[config.mk]
export PLATFORM = sky130hd
export DESIGN_NAME = pio_port
export DESIGN_NICKNAME = d
export VERILOG_FILES = /design/src/rtl/pio_pkg.sv /design/src/rtl/pio_sync_edge.sv /design/src/rtl/pio_capture.sv /design/src/rtl/pio_ctrl_regs.sv /design/src/rtl/pio_port.sv
export SDC_FILE = /design/constraint.sdc
export NUM_CORES = 1
export LEC_CHECK = 0
export BUFFER_PORTS_ARGS = -buffer_cell sky130_fd_sc_hd__buf_2
export CAP_MARGIN = 10
export CORE_MARGIN = 2
export CORE_UTILIZATION = 51
export DETAILED_ROUTE_END_ITERATION = 10
export HOLD_SLACK_MARGIN = 0.02
export PLACE_DENSITY = 0.76
export SLEW_MARGIN = 10
export SYNTH_ARGS = -nofsm -noshare
export SYNTH_HDL_FRONTEND = slang
export SYNTH_HIERARCHICAL = 1
export SYNTH_SLANG_ARGS = --single-unit
[constraint.sdc]
create_clock -name clk -period 1.7 [get_ports clk]
set_input_delay 0.34 -clock clk [delete_from_list [all_inputs] [get_ports clk]]
set_output_delay 0.34 -clock clk [all_outputs]
set_load 0.01 [all_outputs]
[src/rtl/pio_pkg.sv]
package pio_pkg;

    localparam int BUS_W    = 32;
    localparam int MAX_PINS = 32;

    typedef enum logic [1:0] {
        TRIG_RISE  = 2'd0,
        TRIG_FALL  = 2'd1,
        TRIG_BOTH  = 2'd2,
        TRIG_LEVEL = 2'd3
    } trig_e;

    typedef enum logic [1:0] {
        REG_DATA = 2'd0,
        REG_DIR  = 2'd1,
        REG_MASK = 2'd2,
        REG_CAP  = 2'd3
    } reg_sel_e;

    typedef struct packed {
        logic [BUS_W-1:0] out_v;
        logic [BUS_W-1:0] dir_v;
        logic [BUS_W-1:0] mask_v;
    } ctrl_t;

    // Ones in the low n bit positions of a bus word.
    function automatic logic [BUS_W-1:0] pin_mask(input int n);
        logic [63:0] t;
        t = (64'd1 << n) - 64'd1;
        return t[BUS_W-1:0];
    endfunction

endpackage

[src/rtl/pio_sync_edge.sv]
module pio_sync_edge
    import pio_pkg::*;
#(
    parameter int    W    = 32,
    parameter trig_e TRIG = TRIG_BOTH
) (
    input  logic         clk,
    input  logic         rst,
    input  logic [W-1:0] pin_i,
    output logic [W-1:0] level_o,
    output logic [W-1:0] event_o
);

    logic [W-1:0] meta_q;
    logic [W-1:0] sync_q;
    logic [W-1:0] prev_q;

    always_ff @(posedge clk) begin
        if (rst) begin
            meta_q <= '0;
            sync_q <= '0;
            prev_q <= '0;
        end else begin
            meta_q <= pin_i;
            sync_q <= meta_q;
            prev_q <= sync_q;
        end
    end

    assign level_o = sync_q;

    generate
        if (TRIG == TRIG_FALL) begin : g_fall
            assign event_o = prev_q & ~sync_q;
        end else if (TRIG == TRIG_BOTH) begin : g_both
            assign event_o = prev_q ^ sync_q;
        end else begin : g_rise
            assign event_o = sync_q & ~prev_q;
        end
    endgenerate

    // the sampled level is the input as it stood two edges earlier
    a_r2_two_stage: assert property (@(posedge clk) disable iff (rst)
        $past(rst, 2) == 1'b0 |-> level_o == $past(pin_i, 2));

endmodule

[src/rtl/pio_capture.sv]
module pio_capture #(
    parameter int W = 32
) (
    input  logic         clk,
    input  logic         rst,
    input  logic [W-1:0] set_i,
    input  logic         clr_we_i,
    input  logic [W-1:0] clr_i,
    output logic [W-1:0] cap_o
);

    logic [W-1:0] cap_q;
    logic [W-1:0] clr_eff;

    assign clr_eff = clr_we_i ? clr_i : '0;

    always_ff @(posedge clk) begin
        if (rst) begin
            cap_q <= '0;
        end else begin
            cap_q <= (cap_q & ~clr_eff) | set_i;
        end
    end

    assign cap_o = cap_q;

    a_r10_w1c_clears: assert property (@(posedge clk) disable iff (rst)
        clr_we_i |=> (cap_o & $past(clr_i) & ~$past(set_i)) == '0);

    a_r10_bits_hold: assert property (@(posedge clk) disable iff (rst)
        !clr_we_i |=> (cap_o & $past(cap_o)) == $past(cap_o));

    a_r11_set_wins: assert property (@(posedge clk) disable iff (rst)
        (set_i != '0) |=> (cap_o & $past(set_i)) == $past(set_i));

endmodule

[src/rtl/pio_ctrl_regs.sv]
module pio_ctrl_regs
    import pio_pkg::*;
#(
    parameter int NUM_PINS = 32
) (
    input  logic             clk,
    input  logic             rst,
    input  logic             we_i,
    input  reg_sel_e         sel_i,
    input  logic [BUS_W-1:0] wdata_i,
    output ctrl_t            ctrl_o
);

    localparam logic [BUS_W-1:0] PIN_MASK = pin_mask(NUM_PINS);

    ctrl_t ctrl_q;

    always_ff @(posedge clk) begin
        if (rst) begin
            ctrl_q <= '0;
        end else if (we_i) begin
            case (sel_i)
                REG_DATA: ctrl_q.out_v  <= wdata_i & PIN_MASK;
                REG_DIR:  ctrl_q.dir_v  <= wdata_i & PIN_MASK;
                REG_MASK: ctrl_q.mask_v <= wdata_i & PIN_MASK;
                default:  ;
            endcase
        end
    end

    assign ctrl_o = ctrl_q;

    a_r2_out_written: assert property (@(posedge clk) disable iff (rst)
        (we_i && sel_i == REG_DATA) |=> ctrl_o.out_v == ($past(wdata_i) & PIN_MASK));

    a_r3_dir_written: assert property (@(posedge clk) disable iff (rst)
        (we_i && sel_i == REG_DIR) |=> ctrl_o.dir_v == ($past(wdata_i) & PIN_MASK));

endmodule

[src/rtl/pio_port.sv]
module pio_port
    import pio_pkg::*;
#(
    parameter int    NUM_PINS = 32,
    parameter trig_e TRIG     = TRIG_BOTH,
    parameter int    ADDR_W   = 4
) (
    input  logic                clk,
    input  logic                rst,
    input  logic [ADDR_W-1:0]   bus_addr,
    input  logic                bus_wr,
    input  logic [BUS_W-1:0]    bus_wdata,
    input  logic                bus_rd,
    output logic [BUS_W-1:0]    bus_rdata,
    input  logic [NUM_PINS-1:0] pin_in,
    output logic [NUM_PINS-1:0] pin_out,
    output logic [NUM_PINS-1:0] pin_oe,
    output logic                irq
);

    localparam logic [BUS_W-1:0] PIN_MASK = pin_mask(NUM_PINS);

    logic                aligned;
    reg_sel_e            sel;
    logic                wr_ok;
    ctrl_t               ctrl;
    logic [NUM_PINS-1:0] level;
    logic [NUM_PINS-1:0] events;
    logic [NUM_PINS-1:0] cap;
    logic [BUS_W-1:0]    level_w;
    logic [BUS_W-1:0]    cap_w;

    assign aligned = (bus_addr[1:0] == 2'b00);
    assign sel     = reg_sel_e'(bus_addr[3:2]);
    assign wr_ok   = bus_wr && aligned;

    pio_sync_edge #(.W(NUM_PINS), .TRIG(TRIG)) u_sync (
        .clk     (clk),
        .rst     (rst),
        .pin_i   (pin_in),
        .level_o (level),
        .event_o (events)
    );

    pio_capture #(.W(NUM_PINS)) u_cap (
        .clk      (clk),
        .rst      (rst),
        .set_i    (events),
        .clr_we_i (wr_ok && sel == REG_CAP),
        .clr_i    (bus_wdata[NUM_PINS-1:0]),
        .cap_o    (cap)
    );

    pio_ctrl_regs #(.NUM_PINS(NUM_PINS)) u_regs (
        .clk     (clk),
        .rst     (rst),
        .we_i    (wr_ok),
        .sel_i   (sel),
        .wdata_i (bus_wdata),
        .ctrl_o  (ctrl)
    );

    assign level_w = BUS_W'(level);
    assign cap_w   = BUS_W'(cap);

    always_comb begin
        bus_rdata = '0;
        if (bus_rd && aligned) begin
            case (sel)
                REG_DATA: bus_rdata = level_w;
                REG_DIR:  bus_rdata = ctrl.dir_v;
                REG_MASK: bus_rdata = ctrl.mask_v;
                default:  bus_rdata = cap_w;
            endcase
        end
    end

    assign pin_out = ctrl.out_v[NUM_PINS-1:0];
    assign pin_oe  = ctrl.dir_v[NUM_PINS-1:0];

    generate
        if (TRIG == TRIG_LEVEL) begin : g_irq_level
            assign irq = |(level_w & ctrl.mask_v);
        end else begin : g_irq_edge
            assign irq = |(cap_w & ctrl.mask_v);
        end
    endgenerate

    a_r9_masked_quiet: assert property (@(posedge clk) disable iff (rst)
        (ctrl.mask_v == '0) |-> !irq);

    a_r4_upper_zero: assert property (@(posedge clk) disable iff (rst)
        (bus_rdata & ~PIN_MASK) == '0);

    a_r1_idle_zero: assert property (@(posedge clk) disable iff (rst)
        !bus_rd |-> bus_rdata == '0);

endmodule

==> key figures, run 1 <==
Setup path
  • Worst-path fanout max: 3
  • Req. time, crit path: 1.36 ns
  • Largest stage delay, worst path: 0.54 ns
  • R2r worst-path depth: 3
  • Buf/Inv on CP: 1
  • Stages on the worst setup path: 4
  • Crit path launch: u_regs/ctrl_o[18]
  • Setup crit end kind: primary output
  • Reg2reg setup slack: 0.64 ns
  • RR Startpoint: u_sync/level_o[30]
  • Reg-to-reg endpoint: u_cap/cap_o[30]
  • Startpoint class of the critical path: flip-flop
  • Critical Path AT: 1.88 ns
  • Cell family with most CP delay: simple AND/OR/NAND/NOR gates
  • Critical Path Slowest Stage Cell: or4_4
  • Worst setup endpoint: irq
  • Crit-path cells: a22oi_2, nand4_1, or4_4, buf_6
  • Setup Crit Path Kind: flip-flop to primary output

Floorplanning
  • Initial core utilization: 52.20%
  • Core area: 0.01802 sq mm
  • Die area: 0.01955 sq mm
  • # rows: 49
  • Die X: 139.8 microns
  • # IOs: 169
  • Die Y: 139.8 microns

STA
  • Final Critical Period: 2.216 ns
  • Fin crit share: 130.3%
  • RSZ-0062 raised after global routing: true
  • Setup Skew: 0.01726 ns
  • Final Hold Viols: 0
  • Final setup fails: 33
  • Slew headroom: 73.97%
  • Setup TNS: -10.13 ns
  • Post-route setup slack: -0.5159 ns
  • Tightest Pin Transition: 0.3905 ns
  • Max Fclk: 451.3 MHz
  • Max-slew violations: 0

Placed design
  • DP HPWL: 16280 microns
  • Port Buffer Count: 168
  • Routability cong.: 0.8225
  • Dpl ws: -0.2313 ns
  • Area after DPL: 0.01077 sq mm

Global route
  • Vias in the first global route: 6782
  • Initial antenna violation count: 2
  • Total global routing overflow: 0
  • GRT Total Usage: 23.55%
  • First-pass GRT wire length: 36630 microns
  • Largest net degree at the start of global routing: 42

Final layout
  • Design Area, Final: 0.01213 sq mm
  • Fin util: 67.27%
  • Layout cells sized above 1: 41.76%
  • Fill count: 1379
  • Layout Nets: 1099
  • Syn-to-layout area delta: 28.87%

Yosys
  • Mapped Cells: 821
  • Yosys warnings: 6
  • Seq/Total Area, Yosys: 47.66%
  • Post-Syn Area: 0.009409 sq mm
  • Yosys reg bits: 224
  • Syn Area/Cell: 11.46 sq um
  • Syn Nets: 893
  • Cell variety after synth: 25

CTS
  • Worst-skew pair later-pin latency: 0.51 ns
  • CTS Sinks: 224
  • Clock Path Buffers: 3
  • CTS Buf Count: 24
  • H-tree depth: 1
  • CTS root buffer: clkbuf_16
  • CTS tree: done
  • Reg clk slew, reported paths: 0.06 ns

Detailed routing
  • TritonRoute pass-1 iters: 5
  • Routed vias: 6755
  • Initial DRC Count: 386
  • Routed WL: 23630 microns
  • Average wire per standard cell: 18.55 microns
  • # DRC: 0
  • Vias/cell: 5.302
  • Antenna violation net count after detailed routing: 0

Status
  • Failing checks: negative setup slack
  • Status: finished, violations left

Job
  • Max Cap Viol: 0

Power
  • Sw frac: 23.20%
  • Total power: 11.50 mW
  • Pleak: 5.446 nW
  • Pwr dens: 948.2 mW/mm^2
  • Proportion of power drawn by flip-flops and latches: 48.5%
  • Psw: 2.667 mW
  • Int Power: 8.830 mW
  • Comb power frac: 8.8%
  • Clock power share: 42.8%
  • Worst VDD drop: 0.8332 mV

Hold path
  • Worst hold path class: input pin to flip-flop
  • HP Start: pin_in[26]
==> final cells by class <==
class,count,area [sq um],area share [%]
clock buffers,36,706.9,5.830
repair buffers,236,1833,15.12
multi-input cells,509,4561,37.61
diodes,1,2.502,0.02064
inverters,32,120.1,0.9906
well taps,229,286.5,2.363
flip-flops and latches,224,4577,37.75
clock inverters,7,38.79,0.3199
==> routing by layer <==
| metal | wire length (microns) | vias up | track usage, % |
|---|---|---|---|
| li1 | - | 3217 | - |
| met1 | 10650 | 3289 | 31.91 |
| met2 | 10960 | 201 | 38.02 |
| met3 | 1357 | 46 | 4.680 |
| met4 | 647 | 2 | 7.632 |
| met5 | 13 | - | 0 |
==> cell families (layout without fill, tap and decap cells) <==
| kind of cell | Yosys count | count (layout) | synth area share, % |
|---|---|---|---|
| and+or+nand+nor | 301 | 301 | 19.31 |
| DFF | 224 | 224 | 47.66 |
| muxes | 128 | 128 | 17.99 |
| buffers and inverters | 88 | 311 | 5.811 |
| AOI/OAI and AO/OA | 48 | 48 | 6.250 |
| xor gates and xnor gates | 32 | 32 | 2.979 |
| other | 0 | 1 | 0 |
==> registers in the layout, indices dropped and copies added, names as in the netlist <==
name            cells
u_cap/cap_o        32
u_regs/ctrl_o      96
u_sync/meta_q      32
u_sync/level_o     32
u_sync/prev_q      32
==> power by group through the flow <==
stage / Combinational [mW] / Clock (mW) / Sequential, mW
2_1_floorplan: 0.599 / 0 / 5.63
3_3_place_gp: 0.926 / 0 / 5.66
3_5_place_dp: 0.944 / 0 / 5.66
4_1_cts: 0.993 / 5.01 / 5.57
5_1_grt: 1.09 / 5.23 / 5.59
6_report: 1.01 / 4.92 / 5.57
==> cells in the final DEF, fill, tap and decap left out, types with 32 or more instances in the layout <==
cell type and instances:
buf_2 138, mux2i_1 96, nor2_1 32, dfxtp_2 56
inv_1 32, nand2b_1 128, xor2_1 32, buf_6 51
nor2b_1 96, dfxtp_1 162, mux4_2 32
==> per-stage QoR <==
stage | cells | hold slack (ns)
5_1_grt | 1274 | 0.03451
4_1_cts | 1268 | 0.02522
3_5_place_dp | 1219 | 0.4223
6_report | 1274 | 0.03591
3_3_place_gp | 1219 | 0.4172
2_1_floorplan | 821 | 0.4138
==> synth_stat cells, drive strengths merged <==
library cell    n  share of area (%)
nor2           33                1.3
nor2b          96                6.4
nand3b          2               0.16
or3b            1              0.093
nand2b        128                8.5
and2            1              0.067
dfxtp         224                 48
clkbuf         20               0.80
and3b           1               0.11
and3           33                2.2
mux2i          96                 10
nand4           4               0.27
inv            32                1.3
or4             1              0.080
nor3b           1               0.13
xor2           32                3.0
buf            36                3.7
a22oi          16                1.3
a311oi         32                5.0
mux4           32                7.8
==> worst min-delay path by stage <==
stage | end | slack, ns | depth (start not counted)
finish | u_sync/meta_q[26] | 0.04 | 2
global route | u_sync/meta_q[6] | 0.03 | 2
detailed placement | u_sync/level_o[14] | 0.42 | 1
floorplan | u_sync/level_o[0] | 0.41 | 1
CTS | u_sync/meta_q[16] | 0.03 | 2
global placement | u_sync/level_o[9] | 0.42 | 1
==> what timing repair did <==
item | CTS | global route
hold endpoints to repair | 1 | 0
setup buffers | 5 | 6
pin swaps | 15 | 4
endpoints found under the setup margin | 33 | 33
resized for setup | 125 | 34
hold buffers | 1 | 0
(Power assumes the default switching activity.)
==> inputs of run 2 (changes only) <==
--- a/config.mk
+++ b/config.mk
@@ -11,7 +11,7 @@
 export CORE_UTILIZATION = 51
 export DETAILED_ROUTE_END_ITERATION = 10
 export HOLD_SLACK_MARGIN = 0.02
-export PLACE_DENSITY = 0.76
+export PLACE_DENSITY = 0.72
 export SLEW_MARGIN = 10
 export SYNTH_ARGS = -nofsm -noshare
 export SYNTH_HDL_FRONTEND = slang
==> key figures, run 2 (synthesized netlist as in run 1, its figures left out) <==
Power
  • Total power: 11.82 mW (+2.8%)
  • Clock power share: 44.4% (+1.6 points)
  • Int Power: 9.119 mW (+3.3%)
  • Sw frac: 22.84% (-0.36 points)
  • Pwr dens: 979.6 mW/mm^2 (+3.3%)
  • Pleak: 5.417 nW (-0.53%)
  • Psw: 2.699 mW (+1.2%)
  • Worst VDD drop: 0.9959 mV (+20%)
  • Comb power frac: 8.5% (-0.3 points)
  • Proportion of power drawn by flip-flops and latches: 47.2% (-1.3 points)

Placed design
  • Port Buffer Count: 168 (unchanged)
  • DP HPWL: 15990 microns (-1.8%)
  • Routability cong.: 0.8263 (+0.46%)

Hold path
  • WHS Endpoint: u_sync/meta_q[2]
  • HP Start: pin_in[2]
  • Worst hold path class: input pin to flip-flop
  • Worst Hold Depth: 2 (unchanged)

Final layout
  • Layout Nets: 1090 (-0.82%)
  • Largest register FFs: 96 (unchanged)
  • Fin util: 66.93% (-0.34 points)
  • Reg area: 0.004567 sq mm (-0.22%)
  • Commonest non-fill, non-tap cell in the layout: dfxtp_1
  • Most frequent cells in the layout: 160 x dfxtp_1, 139 x buf_2, 128 x nand2b_1
  • Multi-input logic area: 0.004546 sq mm (-0.33%)
  • Fill count: 1396 (+1.2%)
  • Layout cells sized above 1: 41.26% (-0.51 points)
  • Syn-to-layout area delta: 28.22%

Global route
  • Largest net degree at the start of global routing: 55 (+31%)
  • GRT Total Usage: 23.84% (+0.30 points)
  • Total global routing overflow: 0 (unchanged)
  • Most used routing layer: met2
  • First-pass GRT wire length: 37120 microns (+1.3%)
  • GR Util met3: 4.405% (-0.28 points)
  • Initial antenna violation count: 1 (-1)
  • Global-route met1 utilization: 32.75% (+0.83 points)
  • Vias in the first global route: 6689 (-1.4%)
  • Met2 Use GR: 38.61% (+0.59 points)

STA
  • Post-route setup slack: -0.5332 ns (-0.01732 ns)
  • Final setup fails: 33 (unchanged)
  • Max Fclk: 447.8 MHz (-0.78%)
  • Tightest Pin Transition: 0.4128 ns (+0.02231 ns)
  • Hold_ws: 0.03578 ns (-0.0001361 ns)
  • Final Hold Viols: 0 (unchanged)
  • Setup TNS: -10.00 ns (+0.1229 ns)
  • Final Critical Period: 2.233 ns (+0.01732 ns)
  • Setup Skew: 0.005056 ns (-0.01220 ns)
  • RSZ-0062 raised after global routing: true
  • Fin crit share: 131.4% (+1.0 points)
  • Max-slew violations: 0 (unchanged)
  • Slew headroom: 72.48% (-1.5 points)

Floorplanning
  • Core area: 0.01802 sq mm (unchanged)
  • Initial core utilization: 52.20% (unchanged)
  • # rows: 49 (unchanged)
  • Die Y: 139.8 microns (unchanged)
  • Die X: 139.8 microns (unchanged)
  • # IOs: 169 (unchanged)
  • Die area: 0.01955 sq mm (unchanged)

CTS
  • H-tree depth: 1 (unchanged)
  • Reg clk slew, reported paths: 0.06 ns (about the same)
  • CTS Sinks: 224 (unchanged)
  • CTS root buffer: clkbuf_16
  • # hold bufs at CTS: 0 (-1)
  • CTS Buf Count: 24 (unchanged)
  • Clock Path Buffers: 3 (unchanged)
  • Worst-skew pair later-pin latency: 0.51 ns (about the same)
  • CTS tree: done

Detailed routing
  • Routed WL: 24030 microns (+1.7%)
  • Initial DRC Count: 361 (-6.5%)
  • Routed vias: 6613 (-2.1%)
  • Vias/cell: 5.228 (-1.4%)
  • Average wire per standard cell: 18.99 microns (+2.4%)
  • Antenna violation net count after detailed routing: 0 (unchanged)
  • TritonRoute pass-1 iters: 4 (-1)
  • # DRC: 0 (unchanged)

Setup path
  • R2r worst-path depth: 3 (unchanged)
  • Largest stage delay, worst path: 0.49 ns (-0.05 ns)
  • Cell family with most CP delay: simple AND/OR/NAND/NOR gates
  • Startpoint class of the critical path: flip-flop
  • Setup crit end kind: primary output
  • Setup Crit Path Kind: flip-flop to primary output
  • Reg2reg setup slack: 0.61 ns (-0.03 ns)
  • Critical Path AT: 1.89 ns (about the same)
  • Buf/Inv on CP: 2 (+1)
  • Reg-to-reg endpoint: u_cap/cap_o[21]
  • Critical Path Slowest Stage Cell: or4_4
  • RR Startpoint: u_sync/level_o[21]
  • Crit-path cells: a22oi_2, buf_4, nand4_1, or4_4, buf_6
  • Worst-path fanout max: 2 (-1)
  • Req. time, crit path: 1.36 ns (about the same)

Status
  • Failing checks: negative setup slack
  • Status: finished, violations left

Job
  • Max Cap Viol: 0 (unchanged)
## run 2: changes by cell type in the layout (fill, tap and decap cells not counted), moves of 2 or more
cell       change
bufinv_16      +2
and3_1         +2
dfxtp_1        -2
dfxtp_2        +7
buf_12         -2
dfxtp_4        -5
and3_4         -2
buf_4         -11
buf_6          +4
## run 2: final cells by class
| cell class | count | area share (%) |
|---|---|---|
| clock inverter | 7 | 0.7052 |
| sequential | 224 | 37.86 |
| multi-input combinational | 509 | 37.68 |
| timing repair buffer | 227 | 14.51 |
| clock buffer | 36 | 5.860 |
| antenna | 1 | 0.02074 |
| inverter | 32 | 0.9956 |
| tap | 229 | 2.375 |
## run 2: per-stage QoR
step	area, sq um	std cells	setup WS (ns)
floorplan	9409	821	0.05763
global placement	10730	1217	-0.2453
detailed placement	10730	1217	-0.2607
CTS	11960	1260	-0.5882
global route	12060	1265	-0.5789
finish	12060	1265	-0.5332
## run 2: worst reg2reg max path, stage by stage (launching register included)
cell and delay (ns):
dfxtp_2 0.35, xor2_1 0.22, inv_1 0.10, a311oi_2 0.31
## run 2: timing repair
| item | CTS | global route |
|---|---|---|
| resized for setup | 140 | 21 |
| buffers inserted | 2 | 9 |
| setup endpoints to repair | 33 | 33 |
| pin swaps | 10 | 5 |
## run 2: worst max-delay path by stage
stage | start | cells after the start | to | slack [ns]
3_3_place_gp | bus_addr[2] | 5 | bus_rdata[0] | -0.25
6_report | u_cap/cap_o[12] | 5 | irq | -0.53
5_1_grt | u_cap/cap_o[12] | 5 | irq | -0.58
3_5_place_dp | bus_addr[2] | 5 | bus_rdata[0] | -0.26
2_1_floorplan | bus_addr[2] | 4 | bus_rdata[12] | 0.06
4_1_cts | u_regs/ctrl_o[12] | 5 | irq | -0.59
## run 2: power groups by stage
stage / Sequential [mW] / Combinational, mW / Clock (mW)
floorplan: 5.63 / 0.599 / 0
global placement: 5.66 / 0.919 / 0
detailed placement: 5.66 / 0.937 / 0
CTS: 5.57 / 0.982 / 5.33
global route: 5.59 / 1.08 / 5.54
finish: 5.57 / 0.999 / 5.24
## run 2: layer usage
| metal | vias up | wire length (microns) |
|---|---|---|
| met1 | 3215 | 10870 |
| li1 | 3192 | - |
| met5 | - | 0 |
| met3 | 38 | 1204 |
| met2 | 168 | 11380 |
| met4 | 0 | 580 |
